--- src/rtl/tmr_pkg.sv ---
package tmr_pkg;
  typedef enum logic [1:0] {
    EDGE_RISE = 2'b00,
    EDGE_FALL = 2'b01,
    EDGE_BOTH = 2'b10,
    EDGE_OFF  = 2'b11
  } edge_mode_e;
endpackage

--- src/rtl/tmr_prescaler.sv ---
module tmr_prescaler #(
  parameter int PRE_W = 15
) (
  input  logic           clk,
  input  logic           rst,
  output logic [PRE_W:0] tap_hit
);
  logic [PRE_W-1:0] pre_q;

  always_ff @(posedge clk) begin
    if (rst) pre_q <= '0;
    else     pre_q <= pre_q + 1'b1;
  end

  // tap 0 is the undivided clock: always enabled
  assign tap_hit[0] = 1'b1;

  // tap k fires when the low k bits are all ones, one cycle before bit k rises
  genvar k;
  generate
    for (k = 1; k <= PRE_W; k++) begin : g_tap
      assign tap_hit[k] = &pre_q[k-1:0];
    end
  endgenerate

  // the prescaler advances by exactly one per cycle out of reset
  p_pre_step_r2: assert property (@(posedge clk) disable iff (rst)
    !$past(rst) |-> pre_q == PRE_W'($past(pre_q) + 1'b1));
endmodule

--- src/rtl/tmr_pin_edge.sv ---
module tmr_pin_edge
  import tmr_pkg::*;
#(
  parameter int SYNC_N = 2
) (
  input  logic       clk,
  input  logic       rst,
  input  logic       tin,
  input  edge_mode_e mode,
  output logic       pin_hit
);
  // sh_q[SYNC_N-1] is the synchronized pin, sh_q[SYNC_N] its previous value
  logic [SYNC_N:0] sh_q;
  logic            rise, fall;

  always_ff @(posedge clk) begin
    if (rst) sh_q <= '0;
    else     sh_q <= {sh_q[SYNC_N-1:0], tin};
  end

  assign rise = sh_q[SYNC_N-1] & ~sh_q[SYNC_N];
  assign fall = ~sh_q[SYNC_N-1] & sh_q[SYNC_N];

  always_comb begin
    case (mode)
      EDGE_RISE: pin_hit = rise;
      EDGE_FALL: pin_hit = fall;
      EDGE_BOTH: pin_hit = rise | fall;
      default:   pin_hit = 1'b0;
    endcase
  end

  // a rising-edge strobe can never last two cycles
  p_rise_single_r7: assert property (@(posedge clk) disable iff (rst)
    (!$past(rst) && $past(pin_hit) && $past(mode) == EDGE_RISE && mode == EDGE_RISE)
      |-> !pin_hit);
endmodule

--- src/rtl/tmr_clk_select.sv ---
module tmr_clk_select #(
  parameter int PRE_W = 15,
  parameter int EXP_W = 4,
  parameter int NSLOT = 4,
  localparam int SEL_W = $clog2(NSLOT)
) (
  input  logic                   clk,
  input  logic                   rst,
  input  logic [PRE_W:0]         tap_hit,
  input  logic [SEL_W-1:0]       clk_sel,
  input  logic [NSLOT*EXP_W-1:0] tap_cfg,
  input  logic                   src_sel,
  input  logic                   pin_hit,
  output logic                   tclk
);
  logic [EXP_W-1:0] exp_sel;
  logic             op_clk;

  assign exp_sel = tap_cfg[clk_sel*EXP_W +: EXP_W];
  assign op_clk  = tap_hit[exp_sel];
  assign tclk    = src_sel ? pin_hit : op_clk;

  // exponent 0 on the operating clock keeps the enable high
  p_div1_high_r3: assert property (@(posedge clk) disable iff (rst)
    (!src_sel && exp_sel == '0) |-> tclk);

  // a divided tap strobe lasts one cycle under a stable selection
  p_single_strobe_r2: assert property (@(posedge clk) disable iff (rst)
    (!$past(rst) && $past(op_clk) && $past(exp_sel) != '0 && exp_sel == $past(exp_sel))
      |-> !op_clk);
endmodule

--- src/rtl/tmr_counter.sv ---
module tmr_counter #(
  parameter int CNT_W = 16
) (
  input  logic             clk,
  input  logic             rst,
  input  logic             start,
  input  logic             en,
  output logic [CNT_W-1:0] cnt
);
  always_ff @(posedge clk) begin
    if (rst)             cnt <= '0;
    else if (start && en) cnt <= cnt + 1'b1;
  end

  // start low freezes the counter
  p_hold_r9: assert property (@(posedge clk) disable iff (rst)
    (!$past(rst) && !$past(start)) |-> cnt == $past(cnt));

  // every increment is by one modulo 2^CNT_W, so all-ones wraps to zero
  p_wrap_r10: assert property (@(posedge clk) disable iff (rst)
    (!$past(rst) && $past(start) && $past(en)) |-> cnt == CNT_W'($past(cnt) + 1'b1));
endmodule

--- src/rtl/tmr_count_unit.sv ---
module tmr_count_unit
  import tmr_pkg::*;
#(
  parameter int CNT_W  = 16,
  parameter int PRE_W  = 15,
  parameter int EXP_W  = 4,
  parameter int NSLOT  = 4,
  parameter int SYNC_N = 2,
  localparam int SEL_W = $clog2(NSLOT)
) (
  input  logic                   clk,
  input  logic                   rst,
  input  logic                   start,
  input  logic [SEL_W-1:0]       clk_sel,
  input  logic                   src_sel,
  input  logic [NSLOT*EXP_W-1:0] tap_cfg,
  input  logic [1:0]             edge_mode,
  input  logic                   tin,
  output logic                   count_en,
  output logic [CNT_W-1:0]       count
);
  logic [PRE_W:0] tap_hit;
  logic           pin_hit;
  logic           tclk;
  edge_mode_e     mode;

  assign mode = edge_mode_e'(edge_mode);

  tmr_prescaler #(.PRE_W(PRE_W)) u_pre (
    .clk(clk), .rst(rst), .tap_hit(tap_hit)
  );

  tmr_pin_edge #(.SYNC_N(SYNC_N)) u_pin (
    .clk(clk), .rst(rst), .tin(tin), .mode(mode), .pin_hit(pin_hit)
  );

  tmr_clk_select #(.PRE_W(PRE_W), .EXP_W(EXP_W), .NSLOT(NSLOT)) u_sel (
    .clk(clk), .rst(rst), .tap_hit(tap_hit), .clk_sel(clk_sel),
    .tap_cfg(tap_cfg), .src_sel(src_sel), .pin_hit(pin_hit), .tclk(tclk)
  );

  // registered count clock: the counter acts one cycle after the strobe edge
  always_ff @(posedge clk) begin
    if (rst) count_en <= 1'b0;
    else     count_en <= tclk;
  end

  tmr_counter #(.CNT_W(CNT_W)) u_cnt (
    .clk(clk), .rst(rst), .start(start), .en(count_en), .cnt(count)
  );

  // with the pin detector off and the pin selected, no strobe appears
  p_pin_off_r8: assert property (@(posedge clk) disable iff (rst)
    (!$past(rst) && $past(src_sel) && $past(mode) == EDGE_OFF) |-> !count_en);
endmodule

--- config.mk ---
export PLATFORM = sky130hd
export DESIGN_NAME = tmr_count_unit
export DESIGN_NICKNAME = d
export VERILOG_FILES = /design/src/rtl/tmr_pkg.sv /design/src/rtl/tmr_prescaler.sv /design/src/rtl/tmr_pin_edge.sv /design/src/rtl/tmr_clk_select.sv /design/src/rtl/tmr_counter.sv /design/src/rtl/tmr_count_unit.sv
export SDC_FILE = /design/constraint.sdc
export NUM_CORES = 1
export LEC_CHECK = 0
export CAP_MARGIN = 20
export CORE_MARGIN = 2
export CORE_UTILIZATION = 33
export CTS_CLUSTER_SIZE = 10
export DETAILED_ROUTE_END_ITERATION = 10
export DONT_BUFFER_PORTS = 1
export MAX_ROUTING_LAYER = met4
export SLEW_MARGIN = 15
export SYNTH_ARGS = -nofsm -noshare
export SYNTH_HDL_FRONTEND = slang
export SYNTH_SLANG_ARGS = --single-unit
--- constraint.sdc ---
create_clock -name clk -period 1.9 [get_ports clk]
set_clock_uncertainty 0.2 [all_clocks]
set_input_delay 0.095 -clock clk [delete_from_list [all_inputs] [get_ports clk]]
set_output_delay 0.095 -clock clk [all_outputs]
set_load 0.01 [all_outputs]
Word-level counts from Yosys, hierarchy flattened
Index checks and enable logic that the tools add are counted.
{ "word_totals": {"elab_cells": 35, "register_bits": 35, "out_inout_bits": 17, "inputBits": 25} }
{ "classes": {"n_shift": 1, "addsub": 2, "order_cmp": 1, "mux": 4, "n_eq_ne": 2, "bitwise_logic": 5, "n_reduce_logical": 16} }
{ "ops": {"columns": ["op", "n"], "rows": [
  ["16-bit by 1-bit adder with 16-bit output, second input constant", 1],
  ["16-bit by 5-bit indexed part select with 4-bit output", 1],
  ["15-bit by 1-bit adder with 15-bit output, second input constant", 1],
  ["15-bit AND reduction", 1],
  ["14-bit AND reduction", 1],
  ["13-bit AND reduction", 1],
  ["12-bit AND reduction", 1],
  ["11-bit AND reduction", 1],
  ["10-bit AND reduction", 1],
  ["9-bit AND reduction", 1],
  ["8-bit AND reduction", 1],
  ["7-bit AND reduction", 1],
  ["6-bit AND reduction", 1],
  ["4-bit by 5-bit < comparator with 1-bit output, second input constant", 1],
  ["5-bit AND reduction", 1],
  ["1-bit binary-select mux with 4-bit select", 1],
  ["4-bit AND reduction", 1],
  ["1-bit case mux with 3 select lines", 1],
  ["3-bit AND reduction", 1],
  ["1-bit bitwise AND", 2],
  ["2-bit by 1-bit == test with 1-bit output, second input constant", 1],
  ["2-bit == test, second input constant", 1],
  ["2-bit zero test", 1],
  ["1-bit 2-to-1 mux", 2],
  ["other kinds (4)", 5]
]} }

Depth between registers and ports, before layout
Gate-level depths: netlist of the first run.
{ "depth": {"word_depth": 5, "mapped_depth": 7, "depth_no_buf": 7} }

By module
Synthesis of the first run repeated with hierarchy kept, for this count alone.
{ "hier_totals": {"hier_cells": 211, "area_unflattened_um2": 1915.6} }
{ "by_module_without_submodules": {"columns": ["mod", "n_inst", "seq_area_each_um2", "area_each_um2", "cells_each"], "rows": [
  ["tmr_counter", 1, 320.3, 735.7, 86],
  ["tmr_prescaler", 1, 300.3, 734.5, 84],
  ["tmr_clk_select", 1, 0.0, 280.3, 26],
  ["tmr_pin_edge", 1, 60.1, 131.4, 13],
  ["tmr_count_unit", 1, 20.0, 33.8, 2]
]} }

Least setup slack after synthesis of the first run
OpenSTA, ideal clock, no wires.
{ "synth_timing": {"kind": "register to register", "from": "register u_pre.pre_q[0]", "to": "register count_en", "path_buffers": 0, "arrival_time_ns": 1.553, "required_ns": 1.621, "slack_ns": 0.068, "path_stages_with_launch": 6, "setup_time_ns": 0.079, "period_less_slack_ns": 1.832, "path_cell_list": "dfxtp_1 -> ha_1 -> nand4_1 -> nor4_1 -> o2111ai_1 -> a211oi_2"} }
{ "synth_via": {"elab_chain_len": 4, "word_cells_on_any_way": 17, "cone_classes": "mux: 3; reduce/logical: 14"} }
{ "synth_lines": {"columns": ["item", "line", "rtl"], "rows": [
  ["from (decl)", "tmr_prescaler.sv:8", "logic [PRE_W-1:0] pre_q;"],
  ["from (signal assigned)", "tmr_prescaler.sv:12", "else pre_q <= pre_q + 1'b1;"],
  ["15-bit AND reduction, or another cell as far along", "tmr_prescaler.sv:22", "assign tap_hit[k] = &pre_q[k-1:0];"],
  ["1-bit binary-select mux with 4-bit select *", "tmr_clk_select.sv:20", "assign op_clk = tap_hit[exp_sel];"],
  ["1-bit 2-to-1 mux (not written as such) *", "tmr_clk_select.sv:20", null],
  ["1-bit 2-to-1 mux *", "tmr_clk_select.sv:21", "assign tclk = src_sel ? pin_hit : op_clk;"],
  ["to (signal assigned)", "tmr_count_unit.sv:45", "else count_en <= tclk;"],
  ["to (decl)", "tmr_count_unit.sv:19", "output logic count_en,"]
]} }
Mark *: on every way between the ends. The rest lies on a longest branch, timed or not. The select of a mux whose other input is x is not followed.
A chain may end at the register's enable or synchronous reset.

Worst setup path in the final report of the first run
Ends and elaborated chain as after synthesis.

==> impl_metrics.ini, run 1 <==
[outcome]
status = finished, violations left
violations = negative hold slack

[hold_path]
hp-class = in -> reg
hold_path_depth = 4

[final_layout]
antenna_cells = 0
final_common_cell = dfxtp_1
nets = 246
fin_area_sq_um = 2120
fill_cells = 527
area_delta_synth_final_pct = 17.3
drive_gt1_share_pct = 14.8
final_cell_mix = dfxtp_1, nor2_1, xnor2_1

[timing]
rsz0062_at_grt = true
tightest_slew_ns = 0.448
fin_ws_ns = 0.0711
fmax_mhz = 547
setup_viol = 0
hold_viol = 1
holdWs_ns = -0.00129
relSlewSlack_pct = 69.8
period_minus_slack_ns = 1.83
post-route-period-util_pct = 96.3
slew_viol_final = 0

[setup_path]
cp.arrival_ns = 1.84
required_ns = 1.91
crit_type = reg -> reg
path_max_fanout = 4
crit_path_start_kind = flop
reg2regPathDepth = 6
end_kind = flop

[clock_network]
htreeDepth = 2
cts_buffer_depth = 2
cts.clk_slew.worst_paths_ns = 0.07
post_cts_buffers = 0
clock_latency_ns = 0.28
cts_num_sinks = 35
cts_root_buffer = clkbuf_8
cts_tree = yes
cts_buffers = 5

[global_route]
antenna_found_initial = 0
grt_max_degree = 36
grt_pass1_vias = 1386
track_usage_pct = 12.9
grt_pass1_wl_um = 6040
grt_overflow = 0

[logic_synthesis]
syn_area_per_cell_sq_um = 9.16
yosys-top-cells-area = dfxtp_1, xnor2_1, nor2_1
synthesis.area_sq_um = 1810
syn_inst = 197
netlist.area_leader.share_pct = 38.8
synth-seq-area-share_pct = 38.8
ys_types = 43
ys_ff_latch = 35
synth.yosys.warnings = 0
yosysTopAreaCell = dfxtp_1
synth_nets = 227

[drt]
vias_per_cell = 4.97
wl_per_cell_um = 12.3
vias = 1421
detail-route-antenna-nets = 0
firstDrtPassIters = 4
routed_wl_um = 3520
drtIter0Drc = 46
drc_errors = 0

[die]
ios = 42
rows = 26
start_util_pct = 34.7
dieArea_sq_um = 6080
die_h_um = 78.0
core_area_sq_um = 5200
die_w_um = 78.0

[placement]
portBuffers = 0
dpl_cell_area_sq_um = 1940
post-place-ws_ns = 0.0671
dp_hpwl_um = 2590
gp_congestion = 0.759

[power]
p_per_area_nw_per_um2 = 663
p_total_mw = 1.40
power.leakage_nw = 0.752
ir_drop_v = 0.000248

[flow_run]
drv_cap = 0
critical path: stages (launching register included):
cell	delay, ns
dfxtp_1	0.39
ha_4	0.17
nand4_1	0.17
or2_4	0.31
a211oi_1	0.22
a21oi_1	0.12
a211oi_2	0.19
sequential cells by signal, indices dropped and copies added, names as in the netlist:
register / count
u_cnt.cnt: 16
u_pre.pre_q: 15
u_pin.sh_q: 3
count_en: 1
power by group:
part / switching [mW] / leakage [nW] / internal [mW] / total (mW)
logic: 0.0569 / 0.422 / 0.0641 / 0.121
clock network: 0.244 / 0.0470 / 0.284 / 0.528
registers: 0.00997 / 0.283 / 0.745 / 0.755
path summary, 6_finish.rpt:
kind | from | end | slack [ns]
worst max register to register | u_pre.pre_q[0]$_SDFF_PP0_ | count_en$_SDFF_PP0_ | 0.07
worst min-delay path | edge_mode[0] | count_en$_SDFF_PP0_ | -0.001
worst max-delay path | u_pre.pre_q[0]$_SDFF_PP0_ | count_en$_SDFF_PP0_ | 0.07
worst min register to register | u_pin.sh_q[0]$_SDFF_PP0_ | u_pin.sh_q[1]$_SDFF_PP0_ | 0.24
synth_stat cells (all sizes together):
cell type   n
nor4        6
o2111ai     1
o21ai       6
and4b       1
nor4bb      1
nand2      13
mux2i       4
nor4b       1
a21oi       5
xnor2      16
or3         3
nand4       4
or4         1
nor3b       1
clkbuf      4
and4        2
mux4        4
nor3        2
or2         2
and3        2
nor2b       5
xor2        8
dfxtp      35
o211ai      1
or2b        1
nand3      11
buf         2
and2b       1
inv        10
a221oi      1
nor2       31
and4bb      1
ha          5
a2111oi     1
o31ai       1
o211a       1
a21o        1
a211oi      2
per-layer routing:
layer	track usage, %	up-vias	part of all wire, %	wire (um)
met5	-	-	0	0
met4	5.79	0	1.4	50
met3	4.77	6	7.9	279
met2	19.1	46	44	1550
met1	15.6	645	46	1640
li1	-	724	-	-
repair_timing:
action / 4_1_cts / 5_1_grt
setup endpoints to repair: 0 / 5
gates resized for setup: 0 / 4
hold buffers: 6 / 0
endpoints found under the hold margin: 35 / 0
stage by stage:
stage	util, %	TNS [ns]	instances
2_1_floorplan	-	0	197
3_3_place_gp	37.3	0	273
3_5_place_dp	37.3	0	273
4_1_cts	40.3	0	286
5_1_grt	40.7	-0.0631	286
6_report	40.7	0	286
final cells by class:
class,instances,area [sq um],share of cell area (%)
repair buffers,18,160,7.56
multi-input cells,146,1040,49.3
flip-flops and latches,35,701,33.1
well taps,70,87.6,4.13
clock buffers,6,82.6,3.90
clock inverters,1,5.00,0.236
inverters,10,37.5,1.77
cell families after synthesis:
kind of cell    Yosys count  synth area share [%]
mux                       8                  7.83
xor+xnor                 24                  11.6
compound gates           20                  8.18
buf+inv                  16                  4.50
flops                    35                  38.8
simple gates             89                  25.6
fa+ha+maj                 5                  3.47
Note: power is estimated with default switching activity, not from simulation.
==> run 2, diff against run 1 <==
- ABC_AREA: unset -> 1
- CORE_UTILIZATION: 33 -> 50
- PLACE_DENSITY: unset -> 0.68
==> run 2 against run 1 <==
- the flow still finishes with violations (negative hold slack)
- wire length up 14%
- sequential share of layout area down 0.81 points
- flip-flop and latch count unchanged
- die area down 29%
- critical path depth up 3
- largest power group unchanged
- highest routed layer unchanged
==> impl_metrics.ini, run 2 <==
[logic_synthesis]
ys.flop_type = dfxtp_1
yosys-top-cells-area = dfxtp_1, nand2_1, nor2_1
synthArstFlopShare_pct = 0
syn_inst = 290
synth.most_common_cell = nand2_1
synth_common_cells = nand2_1, nor2_1, inv_1
ys_types = 27
yosysTopAreaCell = dfxtp_1
synth.yosys.warnings = 0
synth_edf_count = 0
ys_ff_latch = 35
synth-seq-area-share_pct = 36.8
synthesis.area_sq_um = 1900
syn_area_per_cell_sq_um = 6.56
synth_nets = 320
netlist.area_leader.share_pct = 36.8

[clock_network]
clock_latency_ns = 0.28
cts_buffers = 5
cts_root_buffer = clkbuf_8
cts_buffer_depth = 2
cts_tree = yes
htreeDepth = 2
cts.clk_slew.worst_paths_ns = 0.07
cts_num_sinks = 35

[final_layout]
final_cell_mix = nand2_1, nor2_1, inv_1
finalCoreUtilization_pct = 59.6
area_delta_synth_final_pct = 14.8
final_common_cell = nand2_1
reg_top3 = u_cnt.cnt x16, u_pre.pre_q x15, u_pin.sh_q x3
nets = 337
drive_gt1_share_pct = 12.3
fill_cells = 362
largest_reg_flops = 16
fin_area_sq_um = 2180
regMostFlops = u_cnt.cnt
antenna_cells = 0

[placement]
dpl_cell_area_sq_um = 1980
dp_hpwl_um = 2940
gp_congestion = 0.765
post-place-ws_ns = 0.0951
portBuffers = 0

[setup_path]
cp.arrival_ns = 1.69
worstReg2RegEnd = u_cnt.cnt[12]$_SDFFE_PP0P_
rrSetupSlack_ns = 0.16
endpoint = u_cnt.cnt[12]$_SDFFE_PP0P_
end_kind = flop
crit_path_start_kind = flop
reg2regPathDepth = 9
crit_type = reg -> reg
required_ns = 1.84
r2r_start = count_en$_SDFF_PP0_
crit_path_start = count_en$_SDFF_PP0_
path_max_fanout = 6

[timing]
setup_viol = 0
tightest_slew_ns = 0.572
fmax_mhz = 575
relSlewSlack_pct = 61.7
period_minus_slack_ns = 1.74
hold_viol = 1
slew_viol_final = 0
fin_ws_ns = 0.160
post-route-period-util_pct = 91.6
holdWs_ns = -0.00326

[power]
ir_drop_v = 0.000581
switchingPower_uw = 342
internal_power_mw = 1.13
power.leakage_nw = 0.930
switching_share_pct = 23.2
p_seq_share_pct = 51.4
p_per_area_nw_per_um2 = 674
power_frac_comb_pct = 9.0
p_clk_share_pct = 39.6

[global_route]
grt_pass1_wl_um = 6740
grt_pass1_vias = 1601
track_usage_pct = 20.7
grt_overflow = 0
antenna_found_initial = 0
grt_max_degree = 15

[die]
die_w_um = 65.7
die_h_um = 65.7
dieArea_sq_um = 4310
rows = 22
core_area_sq_um = 3660
ios = 42
start_util_pct = 51.9

[outcome]
status = finished, violations left
violations = negative hold slack

[drt]
drtIter0Drc = 112
vias_per_cell = 4.99
routed_wl_um = 4010
detail-route-antenna-nets = 0
vias = 1775
firstDrtPassIters = 4
wl_per_cell_um = 11.3
drc_errors = 0

[flow_run]
drv_cap = 0

[hold_path]
hp-class = in -> reg
## run 2: changes by cell type in the layout (fill, tap and decap cells not counted), moves of 7 or more
| cell | delta |
|---|---|
| xnor2_1 | -16 |
| a21oi_1 | +15 |
| nor2_1 | +10 |
| inv_1 | +29 |
| nand2_1 | +56 |
| nor3_1 | +7 |
| nand3_1 | +12 |
| o21ai_0 | +8 |
## run 2: logic make-up after synthesis
logic type,Yosys count,synth area share (%)
XOR/XNOR,3,1.38
flip-flops,35,36.8
adder cells (fa/ha/maj),5,3.29
buffers and inverters,46,9.74
AO/OA/AOI/OAI,39,11.0
AND/OR/NAND/NOR,162,37.8
## run 2: routing by layer
layer  vias to the layer above  track usage (%)  share of wire [%]  routed length (um)
li1                        957                -                  -                   -
met1                       780             27.4                 50                2000
met2                        32             31.7                 44                1780
met3                         6             5.14                4.9                 195
met4                         0             5.47               0.95                  38
met5                         -                -                  0                   0
## run 2: per-stage QoR
step	instances	power, mW	setup TNS, ns
2_1_floorplan	290	0.870	0
3_3_place_gp	340	0.886	0
3_5_place_dp	340	0.888	0
4_1_cts	354	1.48	0
5_1_grt	356	1.54	-0.00554
6_report	356	1.47	0
## run 2: power by group through the flow
stage	clock network, mW	logic [mW]	registers [mW]
2_1_floorplan	0	0.0981	0.771
3_3_place_gp	0	0.115	0.772
3_5_place_dp	0	0.116	0.772
4_1_cts	0.596	0.131	0.755
5_1_grt	0.624	0.156	0.757
6_report	0.583	0.132	0.756
## run 2: how the worst min path moves through the flow
stage	from	end	slack, ns	cells after the start
6_report	rst	u_cnt.cnt[2]$_SDFFE_PP0P_	-0.003	3
5_1_grt	rst	u_cnt.cnt[2]$_SDFFE_PP0P_	0.03	3
4_1_cts	rst	u_cnt.cnt[2]$_SDFFE_PP0P_	0.0001	3
3_5_place_dp	rst	u_pin.sh_q[1]$_SDFF_PP0_	-0.03	1
3_3_place_gp	rst	u_pre.pre_q[12]$_SDFF_PP0_	-0.03	1
2_1_floorplan	rst	u_cnt.cnt[4]$_SDFFE_PP0P_	-0.03	1
## run 2: layout make-up
cell class / instances / area, sq um / share of cell area (%)
sequential: 35 / 704 / 32.3
multi-input combinational: 209 / 1040 / 47.4
clock buffer: 8 / 100 / 4.58
inverter: 42 / 163 / 7.45
tap: 48 / 60.1 / 2.75
timing repair buffer: 14 / 120 / 5.50
## run 2: repair_timing
| item | CTS | global route |
|---|---|---|
| setup buffers | 0 | 2 |
| hold buffers | 6 | 0 |
| setup endpoints to repair | 0 | 7 |
| hold endpoints to repair | 21 | 0 |
| resized for setup | 0 | 11 |
## run 2: worst max-delay path, cell delays in order (launching register included)
cell	delay, ns
dfxtp_2	0.37
nand2_2	0.12
inv_1	0.12
nand3_2	0.10
nor2_2	0.12
nand3_1	0.11
nor2_1	0.11
nand3_1	0.13
nor3_1	0.17
nor3_1	0.06
==> run 3, diff against run 2 <==
==> constraint.sdc (replaced) <==
create_clock -name clk -period 1.9 [get_ports clk]
set_clock_uncertainty 0.2 [all_clocks]
set_input_delay 0.475 -clock clk [delete_from_list [all_inputs] [get_ports clk]]
set_output_delay 0.475 -clock clk [all_outputs]
set_load 0.01 [all_outputs]
==> run 3 against run 2 <==
- the run now ends clean
- combinational power down 11%
- via count down 1.5%
- non-clock buffer count down 8
- setup slack worse by 0.014 ns
- clock-buffer cell count down 2
- die area unchanged
- critical path depth unchanged
- total power up 6.6%
- maximum frequency down 0.79%
- clock power up 19%
==> impl_metrics.ini, run 3 (synthesis gave the netlist of run 2 again) <==
[clock_network]
cts_buffers = 5
cts_buffer_depth = 2
htreeDepth = 2
post_cts_buffers = 0
clock_latency_ns = 0.28
cts_root_buffer = clkbuf_8
cts_tree = yes
cts.clk_slew.worst_paths_ns = 0.07
cts_num_sinks = 35

[placement]
portBuffers = 0
gp_congestion = 0.773
dp_hpwl_um = 2930
dp_cells = 340
post-place-ws_ns = 0.0730

[drt]
wl_met2_um = 1800
routed_wl_um = 3960
vias = 1749
wl_met3_um = 178
wl_per_cell_um = 11.4
drtIter0Drc = 158
drt-met1-wl_um = 1960
drc_errors = 0
vias_per_cell = 5.03
top_layer_used = met4
detail-route-antenna-nets = 0
firstDrtPassIters = 4

[timing]
tightest_slew_ns = 0.263
fin_ws_ns = 0.146
period_minus_slack_ns = 1.75
slew_viol_final = 0
relSlewSlack_pct = 82.3
holdWs_ns = 0.0506
fmax_mhz = 570
rsz0062_at_grt = true
setup_viol = 0
hold_viol = 0
post-route-period-util_pct = 92.3

[final_layout]
finalCoreUtilization_pct = 58.2
nets = 329
final_cell_mix = nand2_1, nor2_1, inv_1
regMostFlops = u_cnt.cnt
largest_reg_flops = 16
area_delta_synth_final_pct = 12.0
final_common_cell = nand2_1
reg_top3 = u_cnt.cnt x16, u_pre.pre_q x15, u_pin.sh_q x3
antenna_cells = 0
fill_cells = 381
stdcell_count = 348
drive_gt1_share_pct = 12.7

[global_route]
grt_pass1_vias = 1637
track_usage_pct = 20.9
grt_max_degree = 16
grt_pass1_wl_um = 6890
antenna_found_initial = 0
grt_overflow = 0

[die]
ios = 42
core_area_sq_um = 3660
die_w_um = 65.7
die_h_um = 65.7
dieArea_sq_um = 4310
start_util_pct = 51.9
rows = 22

[power]
switchingPower_uw = 353
ir_drop_v = 0.000482
p_clk_share_pct = 44.3
p_seq_share_pct = 48.3
p_per_area_nw_per_um2 = 736
internal_power_mw = 1.22
p_total_mw = 1.57
power_frac_comb_pct = 7.4
switching_share_pct = 22.5
power.leakage_nw = 0.903

[setup_path]
path_cells = nand2_2, inv_1, nand3_1, nor2_2, nand3_1, nor2_1, nand3_1, nor3_1, nor3_1
crit_type = reg -> reg
path_max_fanout = 6
end_kind = flop
cp_common_cell = nand3_1
required_ns = 1.88
crit_path_start_kind = flop
cp.arrival_ns = 1.73
slowest_delay_ns = 0.39
slowest_stage = dfxtp_2

[outcome]
status = complete, no violations

[flow_run]
drv_cap = 0

[hold_path]
hp-class = in -> reg
## run 3: cell count changes in the layout (fill, tap and decap cells not counted), sizes merged
cell,delta
buf,-2
clkbuf,-2
bufinv,+1
clkinv,+1
dlygate4sd3,-6
## run 3: timing repair
item | in CTS | in global routing
endpoints found under the setup margin | 0 | 5
hold endpoints to repair | 0 | 0
resized for setup | 0 | 12
hold buffers | 0 | 0
## run 3: cell type report
type	count	area, sq um	area share, %
multi-input combinational	209	1040	48.7
sequential	35	704	33.1
inverter	42	165	7.75
clock buffer	6	82.6	3.88
tap	48	60.1	2.82
timing repair buffer	6	45.0	2.11
clock inverter	2	35.0	1.64
## run 3: critical path: cells and delay by family (launching register included)
family                 cells  cell delay (ns)
AND/OR/NAND/NOR            8             0.94
buffers and inverters      1             0.12
flip-flops                 1             0.39
## run 3: per-layer routing
metal  GRT usage [%]  vias to the layer above
met5               -                        -
met4            6.25                        0
met3            4.45                        4
met2            31.6                       29
met1            28.2                      771
li1                -                      945
## run 3: metrics by stage
step / area, sq um / setup TNS, ns
6_report: 2130 / 0
5_1_grt: 2130 / -0.0258
4_1_cts: 2100 / 0
3_5_place_dp: 1980 / 0
3_3_place_gp: 1980 / 0
2_1_floorplan: 1900 / 0
## run 3: power by group through the flow
| stage | clock, mW | combinational, mW | sequential (mW) |
|---|---|---|---|
| 2_1_floorplan | 0 | 0.0981 | 0.771 |
| 3_5_place_dp | 0 | 0.115 | 0.773 |
| 5_1_grt | 0.733 | 0.141 | 0.759 |
| 6_report | 0.695 | 0.117 | 0.757 |
| 3_3_place_gp | 0 | 0.113 | 0.773 |
| 4_1_cts | 0.704 | 0.116 | 0.756 |
## run 3: worst paths after layout
path         cells after the start  slack, ns                      from                         end
max                              9       0.15       count_en$_SDFF_PP0_  u_cnt.cnt[12]$_SDFFE_PP0P_
min                              1       0.05                       rst   u_pre.pre_q[0]$_SDFF_PP0_
max reg2reg                      9       0.15       count_en$_SDFF_PP0_  u_cnt.cnt[12]$_SDFFE_PP0P_
min reg2reg                      2       0.21  u_pin.sh_q[0]$_SDFF_PP0_    u_pin.sh_q[1]$_SDFF_PP0_
